==> config.mk <==
export PLATFORM = sky130hd
export DESIGN_NAME = intr_ctrl
export DESIGN_NICKNAME = d
export VERILOG_FILES = /design/src/rtl/intr_pkg.sv /design/src/rtl/intr_edge.sv /design/src/rtl/intr_prio.sv /design/src/rtl/intr_ctrl.sv
export SDC_FILE = /design/constraint.sdc
export NUM_CORES = 1
export LEC_CHECK = 0
export ABC_CLOCK_PERIOD_IN_PS = 2000
export BUFFER_PORTS_ARGS = -buffer_cell sky130_fd_sc_hd__buf_2
export CELL_PAD_IN_SITES_DETAIL_PLACEMENT = 1
export CELL_PAD_IN_SITES_GLOBAL_PLACEMENT = 1
export CORE_MARGIN = 2
export CORE_UTILIZATION = 37
export CTS_CLUSTER_SIZE = 8
export DETAILED_ROUTE_END_ITERATION = 8
export PLACE_DENSITY = 0.8
export SLEW_MARGIN = 20
export SYNTH_ARGS = -nofsm -noshare
export SYNTH_HDL_FRONTEND = slang
export SYNTH_SLANG_ARGS = --single-unit
==> constraint.sdc <==
create_clock -name clk_i -period 2 [get_ports clk_i]
set_clock_uncertainty 0.15 [all_clocks]
set_input_delay 0.2 -clock clk_i [delete_from_list [all_inputs] [get_ports clk_i]]
set_output_delay 0.2 -clock clk_i [all_outputs]
set_load 0.01 [all_outputs]
==> src/rtl/intr_pkg.sv <==
package intr_pkg;
  typedef enum logic [1:0] {
    RA_REQ = 2'd0,
    RA_EN  = 2'd1,
    RA_POL = 2'd2,
    RA_DIS = 2'd3
  } reg_addr_e;
endpackage

==> src/rtl/intr_edge.sv <==
module intr_edge #(
  parameter int N_EXT = 4
) (
  input  logic             clk_i,
  input  logic             rst_ni,
  input  logic [N_EXT-1:0] lvl_i,
  input  logic [N_EXT-1:0] pol_i,
  output logic [N_EXT-1:0] evt_o
);
  for (genvar k = 0; k < N_EXT; k++) begin : g_in
    logic s1_q, s2_q, adj_q;
    logic adj;
    // edge is taken on the polarity-adjusted level
    assign adj = s2_q ^ pol_i[k];
    always_ff @(posedge clk_i or negedge rst_ni) begin
      if (!rst_ni) begin
        s1_q  <= 1'b0;
        s2_q  <= 1'b0;
        adj_q <= 1'b0;
      end else begin
        s1_q  <= lvl_i[k];
        s2_q  <= s1_q;
        adj_q <= adj;
      end
    end
    assign evt_o[k] = adj & ~adj_q;
  end
endmodule

==> src/rtl/intr_prio.sv <==
module intr_prio #(
  parameter int N_SRC = 16,
  parameter int IDX_W = 5
) (
  input  logic [N_SRC-1:0] cand_i,
  input  logic             brk_i,
  output logic             any_o,
  output logic [IDX_W-1:0] idx_o
);
  always_comb begin
    any_o = brk_i | (|cand_i);
    idx_o = '0;
    for (int i = N_SRC - 1; i >= 0; i--) begin
      if (cand_i[i]) idx_o = IDX_W'(i);
    end
    if (brk_i) idx_o = IDX_W'(N_SRC);
  end
endmodule

==> src/rtl/intr_ctrl.sv <==
module intr_ctrl
  import intr_pkg::*;
#(
  parameter int N_SRC = 16,
  parameter int N_EXT = 4,
  localparam int IDX_W = $clog2(N_SRC + 1),
  localparam int SRC_W = $clog2(N_SRC),
  localparam int N_INT = N_SRC - 1 - N_EXT
) (
  input  logic             clk_i,
  input  logic             rst_ni,
  input  logic [N_EXT-1:0] ext_i,
  input  logic [N_INT-1:0] int_i,
  input  logic             brk_i,
  input  logic             reg_we_i,
  input  logic [1:0]       reg_addr_i,
  input  logic [N_SRC-1:0] reg_wdata_i,
  output logic [N_SRC-1:0] reg_rdata_o,
  output logic             irq_o,
  output logic [IDX_W-1:0] vec_o,
  input  logic             ack_i,
  output logic             accept_o
);
  localparam logic [N_SRC-1:0] LIVE_MASK = {1'b0, {(N_SRC-1){1'b1}}};
  localparam logic [IDX_W-1:0] BRK_IDX   = IDX_W'(N_SRC);

  reg_addr_e        ra;
  logic [N_SRC-1:0] req_q, req_d, en_q, cand, src_evt;
  logic [N_EXT-1:0] pol_q, ext_evt;
  logic             dis_q, brk_q, busy_q, accept_q;
  logic [IDX_W-1:0] vec_q, win_idx;
  logic             any_win, take, take_brk;
  logic             wr_req, wr_en, wr_pol, wr_dis;

  assign ra     = reg_addr_e'(reg_addr_i);
  assign wr_req = reg_we_i && (ra == RA_REQ);
  assign wr_en  = reg_we_i && (ra == RA_EN);
  assign wr_pol = reg_we_i && (ra == RA_POL);
  assign wr_dis = reg_we_i && (ra == RA_DIS);

  intr_edge #(.N_EXT(N_EXT)) u_edge (
    .clk_i (clk_i),
    .rst_ni(rst_ni),
    .lvl_i (ext_i),
    .pol_i (pol_q),
    .evt_o (ext_evt)
  );

  assign src_evt = {1'b0, int_i, ext_evt};
  assign cand    = req_q & en_q & {N_SRC{~dis_q}};

  intr_prio #(.N_SRC(N_SRC), .IDX_W(IDX_W)) u_prio (
    .cand_i(cand),
    .brk_i (brk_q),
    .any_o (any_win),
    .idx_o (win_idx)
  );

  assign irq_o    = any_win & ~busy_q;
  assign take     = ack_i & irq_o;
  assign take_brk = take && (win_idx == BRK_IDX);
  assign vec_o    = busy_q ? vec_q : win_idx;
  assign accept_o = accept_q;

  // new events win over clears in the same cycle
  always_comb begin
    req_d = req_q;
    if (wr_req) req_d = req_d & reg_wdata_i;
    if (take && !take_brk) req_d[win_idx[SRC_W-1:0]] = 1'b0;
    req_d = (req_d | src_evt) & LIVE_MASK;
  end

  always_ff @(posedge clk_i or negedge rst_ni) begin
    if (!rst_ni) begin
      req_q    <= '0;
      en_q     <= '0;
      pol_q    <= '0;
      dis_q    <= 1'b1;
      brk_q    <= 1'b0;
      busy_q   <= 1'b0;
      vec_q    <= '0;
      accept_q <= 1'b0;
    end else begin
      req_q    <= req_d;
      accept_q <= take;
      if (wr_en)  en_q  <= reg_wdata_i & LIVE_MASK;
      if (wr_pol) pol_q <= reg_wdata_i[N_EXT-1:0];
      if (take)        dis_q <= 1'b1;
      else if (wr_dis) dis_q <= reg_wdata_i[0];
      if (brk_i)         brk_q <= 1'b1;
      else if (take_brk) brk_q <= 1'b0;
      if (take) begin
        busy_q <= 1'b1;
        vec_q  <= win_idx;
      end else if (!ack_i) begin
        busy_q <= 1'b0;
      end
    end
  end

  always_comb begin
    reg_rdata_o = '0;
    unique case (ra)
      RA_REQ: reg_rdata_o = req_q;
      RA_EN:  reg_rdata_o = en_q;
      RA_POL: reg_rdata_o[N_EXT-1:0] = pol_q;
      RA_DIS: reg_rdata_o[0] = dis_q;
      default: reg_rdata_o = '0;
    endcase
  end
endmodule

# Word-level counts from Yosys, hierarchy flattened
# Cells that the tools add are included.
# totals
output_inout_bits,23
in_bits,38
reg_bits,55
wordCells,93
# op_classes
n_lt_le_gt_ge,2
muxes,31
bitwise,23
n_eq_ne,5
n_reduce_logical,12
# op_table
cell,count
4-bit 2-to-1 mux,16
15-bit bitwise AND,3
15-bit 2-to-1 mux,2
11-bit one-hot mux with 2 select lines,1
15-bit by 16-bit bitwise AND with 16-bit output,1
16-bit OR reduction,1
15-bit inverter,1
15-bit OR,1
5-bit 2-to-1 mux,2
3-bit one-hot mux with 3 select lines,1
1-bit logical AND,7
1-bit 2-to-1 mux,7
1-bit bitwise AND,6
1-bit inverter,6
5-bit == test (second input constant),1
4-bit by 5-bit < comparator with 1-bit output (second input constant),1
1-bit demux with 4-bit select,1
2-bit == test (second input constant),2
4-bit by 1-bit greater-or-equal comparator with 1-bit output (second input constant),1
1-bit one-hot mux with 4 select lines,1
2-bit nonzero test,2
1-bit XOR,4
2-bit by 1-bit == test with 1-bit output (second input constant),1
2-bit logical NOT,1
3 further kinds,3

# Depth between registers and ports, before layout
# Gate-level depths: netlist (run 1).
# logic_depth
word_depth,27
ltp_mapped,7
ltp_nobuf,6

# Modules after synthesis
# Synthesis (run 1) repeated with hierarchy kept, for this count alone.
# unflattened
cells_unflattened,272
area_unflattened_um2,2866.5
# modules_own_cells
mod,area_per_inst_um2,instances,seq_area_each_um2,cells_each
intr_ctrl,2316.0,1,1077.3,218
intr_edge,370.4,1,300.3,20
intr_prio,180.2,1,0.0,34

# Worst setup path before layout (run 1)
# OpenSTA, ideal clock, no wires.
# synth_timing
kind,reg-to-reg
from,register req_q[5]
to,register vec_q[0]
stages_incl_launch_ff,7
setup_time_ns,0.125
slack_ns,0.097
t_required_ns,1.725
arrival_ns,1.628
synth_period_minus_slack_ns,1.903
n_path_buf,0
cell_sequence,dfrtp_1 a22oi_2 a31oi_1 nor3_4 nand2_1 nand2_2 mux2_2
# synth_between
elab_chain_cells,9
word_cells_on_any_way,13
cone_classes,7 x mux; 5 x bitwise; 1 x reduce/logical
# synth_rtl
item,line_no,rtl
"start, declared",intr_ctrl.sv:28,"logic [N_SRC-1:0] req_q, req_d, en_q, cand, src_evt;"
"start signal, assigned",intr_ctrl.sv:84,req_q <= req_d;
15-bit bitwise AND *,intr_ctrl.sv:50,assign cand = req_q & en_q & {N_SRC{~dis_q}};
15-bit by 16-bit bitwise AND with 16-bit output *,intr_ctrl.sv:50,
4-bit 2-to-1 mux (6 in series),intr_prio.sv:14,if (cand_i[i]) idx_o = IDX_W'(i);
5-bit 2-to-1 mux,intr_prio.sv:16,if (brk_i) idx_o = IDX_W'(N_SRC);
"end signal, assigned",intr_ctrl.sv:94,vec_q <= win_idx;
"end, declared",intr_ctrl.sv:31,"logic [IDX_W-1:0] vec_q, win_idx;"
# Mark *: on every way between the ends. The rest lies on a longest branch, timed or not.
# A chain may end at the register's enable or synchronous reset.

# Worst setup path in the final report (run 1)
# layout_timing
from,register req_q[12]
to,output port vec_o[1]
# layout_between
elab_chain_cells,17
# layout_rtl
item,line_no,rtl
15-bit bitwise AND,intr_ctrl.sv:50,
15-bit by 16-bit bitwise AND with 16-bit output,intr_ctrl.sv:50,
4-bit 2-to-1 mux (13 in series),intr_prio.sv:14,
5-bit 2-to-1 mux,intr_prio.sv:16,
5-bit 2-to-1 mux,intr_ctrl.sv:62,assign vec_o = busy_q ? vec_q : win_idx;
"end, declared",intr_ctrl.sv:20,"output logic [IDX_W-1:0] vec_o,"
# Every way passes these cells.

==> reports/qor.txt, run 1 <==
Status = complete, but fails checks
Failing checks = negative setup slack
Max stage delay on crit path = 0.42 ns
Layout cells sized above 1 = 48.6%
Buffers and inverters on the worst path = 1
Net switching power = 1.07 mW
Met1 usage = 26.0%
Fillers = 790
Tightest Pin Transition = 0.662 ns
RSZ-0062 raised after global routing = yes
Largest cells by area after synthesis = dfrtp_1 (49%), mux2_2 (9.3%), mux2i_1 (5.8%)
Synth unique cells = 50
Synthesis Warnings = 0
Crit path depth = 6
Synth Instances = 256
Register area = 1380 sq um
Area of the multi-input gates = 1570 sq um
Cell depth of the worst hold path = 2
Most common cell in the synthesized netlist = dfrtp_1
Antenna cells = 0
Min Tclk post-route = 2.42 ns
Fmax = 0.414 GHz
Clock power frac = 23.6%
Gr busiest metal = met2
Endpoints failing setup = 24
Routability cong. = 0.767
Vias in the first global route = 2,794
Worst EP required = 1.65 ns
Post-DP HPWL = 5510 microns
Final instance area = 4290 sq um
Avg Cell Area, Syn = 10.8 sq um
Ports = 61
Die Y = 90.5 microns
Final net count = 432
Seq/Total Area, Yosys = 49.7%
Async S/R FF share, synth = 100%
CTS Root Cell = clkbuf_8
Buffer depth of the longest clock path = 2
Leading area contributor after synthesis = dfrtp_1
Commonest cells in the synthesized netlist = dfrtp_1 (54), nor2_1 (27), mux2_2 (23), nand2_1 (20), o21ai_0 (19)
Largest net degree at the start of global routing = 33
Final worst setup slack = -0.416 ns
H-tree level count = 2
Pwr dens = 758 nW/um^2
Maxcap violations = 0
Share of the synthesized area in the top cell type = 48.8%
FF+latch count, synth = 55
Global-route wire length before repair = 14,100 microns
Top Family by Delay on Critical Path = compound AO/OA/AOI/OAI gates
Final Hold Viols = 0
Final wirelength = 10,200 microns
Final worst path period share = 121%
Sink Count = 55
Slowest-stage cell, CP = or3b_1
Die W = 90.5 microns
Post-DRT Antenna Nets = 0
Total CTS buffers = 5
Via count = 2,650
CP max FO = 2
DR vias/cell = 5.36
Switching part of the total power = 32.8%
CTS tree = done
Final Util = 59.2%
Startpoint Class = register
Relative slew slack = 55.4%
I/O Buffers = 58
P&R area growth vs syn = 54.9%
Reg2reg path depth = 9
DR DRC count = 0
Type of the most critical hold path = primary input to register
Top FF cell, synth = dfrtp_1
Mapped Area = 2770 sq um
CP Cell Sequence = a22oi_2, or3b_1, a21oi_2, o31ai_4, o21ai_1, buf_2
CORE AREA = 7250 sq um
Worst setup EP type = output pin
Met3 usage = 3.51%
Worst hold margin = 0.00232 ns
Row Count = 31
Cell leakage power = 1.94 nW
Critical Path AT = 2.07 ns
Syn Nets = 294
Wire per inst = 20.7 microns
Cell Area, Placed = 3330 sq um
Crit Path Class = register to output pin
Max Transition Viols Final = 0
Combinational power share = 33.6%
Number of synthesized flops with an enable pin = 0
Pre-antenna DRT Iters = 4
Sequential group share of total power = 42.9%
Iteration-0 DRC Markers = 101
Reg clk slew, reported paths = 0.10 ns
GR Util met2 = 39.4%
Initial Util = 38.2%
Antenna violations before repair = 0
Clock insertion delay at the later pin of the skew report = 0.33 ns
Total Routing Usage GR = 21.9%
Peak VDD IR = 0.385 mV
Die ar. = 8190 sq um
Grt ovf = 0
Int Pwr = 2.18 mW
[layout make-up]
type                            count  share of cell area, %
Clock buffer                        5                   1.60
Clock inverter                      3                   1.02
Inverter                            3                  0.262
Multi-Input combinational cell    188                   36.7
Sequential cell                    55                   32.1
Tap cell                           99                   2.89
Timing Repair Buffer              141                   25.5
[repair_timing]
action	CTS	global route
pin swaps	13	18
resized for setup	42	38
endpoints found under the setup margin	16	25
buffers inserted	15	18
hold buffers	26	1
endpoints found under the hold margin	49	1
[registers in the layout, indices dropped and copies added (netlist names)]
register	flops
accept_o	1
dis_q	1
pol_q	4
busy_q	1
u_edge.g_in.s2_q	4
u_edge.g_in.s1_q	4
brk_q	1
u_edge.g_in.adj_q	4
req_q	15
en_q	15
vec_q	5
[layer usage]
metal  part of all wire (%)  vias to the layer above
li1                       -                     1189
met1                     41                     1338
met2                     53                       98
met3                    3.8                       25
met4                    2.6                        0
met5                      0                        -
[final timing paths]
check,startpoint,end,slack [ns]
worst max-delay path,req_q[12],vec_o[1],-0.42
worst min-delay path,reg_wdata_i[3],en_q[3],0.002
worst max register to register,req_q[12],req_q[6],-0.38
worst min register to register,u_edge.g_in[2].s1_q,u_edge.g_in[2].s2_q,0.21
max in group asynchronous,rst_ni,dis_q,0.75
min in group asynchronous,rst_ni,en_q[9],0.27
[layout by cell type (no fill, tap or decap), drive strengths merged, types with 5 or more instances in the layout]
master and n:
dlygate4sd3 27, a21oi 9, nor3 9, nor2 27, o21ai 21, nand2b 5
nand3 5, clkbuf 5, dfrtp 54, nand2 21, o21a 5, buf 114
o21bai 7, mux2 24, mux2i 16
[power by group through the flow]
stage	sequential, mW	clock [mW]	combinational, mW
finish	1.39	0.766	1.09
global route	1.41	0.820	1.17
CTS	1.38	0.766	0.911
detailed placement	1.40	0	0.705
global placement	1.38	0	0.681
floorplan	1.37	0	0.424
[through the flow]
step	total power, mW	setup WS (ns)	TNS, ns	std cells
after global placement	2.07	-0.0153	-0.0153	428
after detailed placement	2.10	-0.0684	-0.337	428
after CTS	3.06	-0.244	-1.46	477
after floorplan	1.79	0.0973	0	256
final	3.25	-0.416	-5.21	494
after global routing	3.40	-0.474	-6.85	494
[cells by family after synthesis]
| family | share of synthesized area (%) |
|---|---|
| simple gates | 13.3 |
| compound gates | 16.8 |
| flops | 49.7 |
| mux | 16.4 |
| buf+inv | 2.35 |
| xor+xnor | 1.26 |
| other cells | 0.135 |
Power figures use the tool's default switching activity.
==> run 2, diff against run 1 <==
--- a/config.mk
+++ b/config.mk
@@ -9,8 +9,11 @@
 export BUFFER_PORTS_ARGS = -buffer_cell sky130_fd_sc_hd__buf_2
 export CELL_PAD_IN_SITES_DETAIL_PLACEMENT = 1
 export CELL_PAD_IN_SITES_GLOBAL_PLACEMENT = 1
+export CORE_ASPECT_RATIO = 0.9
 export CORE_MARGIN = 2
 export CORE_UTILIZATION = 37
+export CTS_BUF_LIST = sky130_fd_sc_hd__clkbuf_16
+export CTS_CLUSTER_DIAMETER = 120
 export CTS_CLUSTER_SIZE = 8
 export DETAILED_ROUTE_END_ITERATION = 8
 export PLACE_DENSITY = 0.8
==> run 2 against run 1 <==
The run ends with negative hold slack, negative setup slack left. First-iteration DRC count rose by 41%. Maximum frequency rose by 5.0%. Design area fell by 2.6%. Largest cell class unchanged.
==> reports/qor.txt, run 2 (synthesis results as in run 1) <==
Post-DP HPWL = 5680 microns
Grt ovf = 0
Reg clk slew, reported paths = 0.08 ns
CTS tree = done
Reg2reg end = req_q[14]
Min Tclk post-route = 2.30 ns
Die ar. = 8200 sq um
I/O Buffers = 58
Hold path start = reg_wdata_i[7]
Layout cells sized above 1 = 50.0%
Final worst setup slack = -0.300 ns
P&R area growth vs syn = 50.9%
Sink Count = 55
Type of the most critical hold path = primary input to register
Cell leakage power = 1.87 nW
RSZ-0062 raised after global routing = yes
CTS Root Cell = clkbuf_16
Routability cong. = 0.869
Total Routing Usage GR = 24.0%
Cell depth of the worst hold path = 2
Final Hold Viols = 1
Antenna violations before repair = 0
Fmax = 0.435 GHz
DR DRC count = 0
Max stage delay on crit path = 0.42 ns
Initial Util = 38.8%
Relative slew slack = 54.1%
Fillers = 759
Critical Path AT = 1.95 ns
Maxcap violations = 0
Biggest regs = en_q x15, req_q x15, vec_q x5
Final net count = 417
CP max FO = 2
Worst setup EP type = output pin
Max Transition Viols Final = 0
Startpoint Class = register
Total CTS buffers = 5
DR vias/cell = 5.54
Row Count = 29
Most frequent cells in the layout = buf_2 (58), dfrtp_1 (54), buf_4 (38), nor2_1 (23), mux2_2 (22)
Failing checks = negative hold slack, negative setup slack
H-tree level count = 2
Clock insertion delay at the later pin of the skew report = 0.30 ns
Final wirelength = 10,200 microns
Die Y = 86.1 microns
Post-DRT Antenna Nets = 0
Die W = 95.2 microns
Reg2Reg Setup Slack = -0.28 ns
Vias in the first global route = 2,730
Reg2reg path depth = 9
Worst r2r src = req_q[12]
Endpoints failing setup = 25
Top Family by Delay on Critical Path = compound AO/OA/AOI/OAI gates
Wire per inst = 21.5 microns
Final worst path period share = 115%
Pwr dens = 806 nW/um^2
Buffers and inverters on the worst path = 1
Worst EP required = 1.65 ns
Buffer depth of the longest clock path = 2
Tightest Pin Transition = 0.684 ns
CORE AREA = 7150 sq um
Status = complete, but fails checks
Crit path depth = 6
Pre-antenna DRT Iters = 4
Global-route wire length before repair = 14,800 microns
Ports = 61
Largest net degree at the start of global routing = 34
Commonest non-fill, non-tap cell in the layout = buf_2
Setup_tns = -4.12 ns
Iteration-0 DRC Markers = 142
CP Cell Sequence = a22oi_2, or3b_4, a21oi_4, o31ai_4, o21ai_1, buf_2
Hold endpoint = en_q[7]
Via count = 2,626
Slowest-stage cell, CP = dfrtp_1
Crit Path Class = register to output pin
Peak VDD IR = 0.586 mV
Worst hold margin = -0.00363 ns
==> run 2: cell count changes in the layout (fill, tap and decap cells not counted), sizes merged <==
| cell | change |
|---|---|
| buf | -3 |
| dlygate4sd3 | -12 |
| bufinv | -1 |
| inv | +1 |
| diode | +1 |
==> run 2: worst max-delay path by stage <==
| stage | from | endpoint |
|---|---|---|
| CTS | en_q[5] | vec_o[1] |
| finish | req_q[12] | vec_o[1] |
| detailed placement | req_q[5] | vec_q[1] |
| global placement | req_q[12] | vec_o[1] |
| floorplan | req_q[5] | vec_q[0] |
| global route | req_q[12] | vec_o[1] |
==> run 2: power by group <==
group / internal (mW) / switching, mW / total (mW)
logic: 0.497 / 0.534 / 1.03
clock network: 0.483 / 0.457 / 0.940
registers: 1.26 / 0.141 / 1.40
==> run 2: timing repair <==
action / 4_1_cts / 5_1_grt
hold endpoints to repair: 35 / 1
buffers inserted: 15 / 12
setup endpoints to repair: 18 / 24
hold buffers: 14 / 1
pin swaps: 12 / 14
gates resized for setup: 37 / 35
==> run 2: cell type report <==
class / count / area (sq um) / share of cell area, %
Multi-Input combinational cell: 188 / 1600 / 38.3
Sequential cell: 55 / 1380 / 32.9
Timing Repair Buffer: 126 / 912 / 21.8
Clock buffer: 5 / 125 / 2.99
Tap cell: 93 / 116 / 2.78
Clock inverter: 3 / 33.8 / 0.808
Inverter: 3 / 11.3 / 0.269
Antenna cell: 1 / 2.50 / 0.0598
==> run 2: metal layers <==
layer,vias up,global-route usage [%],part of all wire [%]
li1,1165,-,-
met1,1367,31.0,44
met2,79,40.1,51
met3,15,4.39,4.0
met4,0,8.83,1.5
met5,-,0,0
==> run 2: through the flow <==
stage	area, sq um	power [mW]	setup WS (ns)	utilization [%]	cells
2_1_floorplan	2770	1.79	0.0973	-	256
3_3_place_gp	3370	2.09	-0.0259	47.1	426
3_5_place_dp	3370	2.13	-0.0698	47.1	426
4_1_cts	3950	3.21	-0.230	55.2	463
5_1_grt	4180	3.53	-0.347	58.5	473
6_report	4180	3.37	-0.300	58.5	474
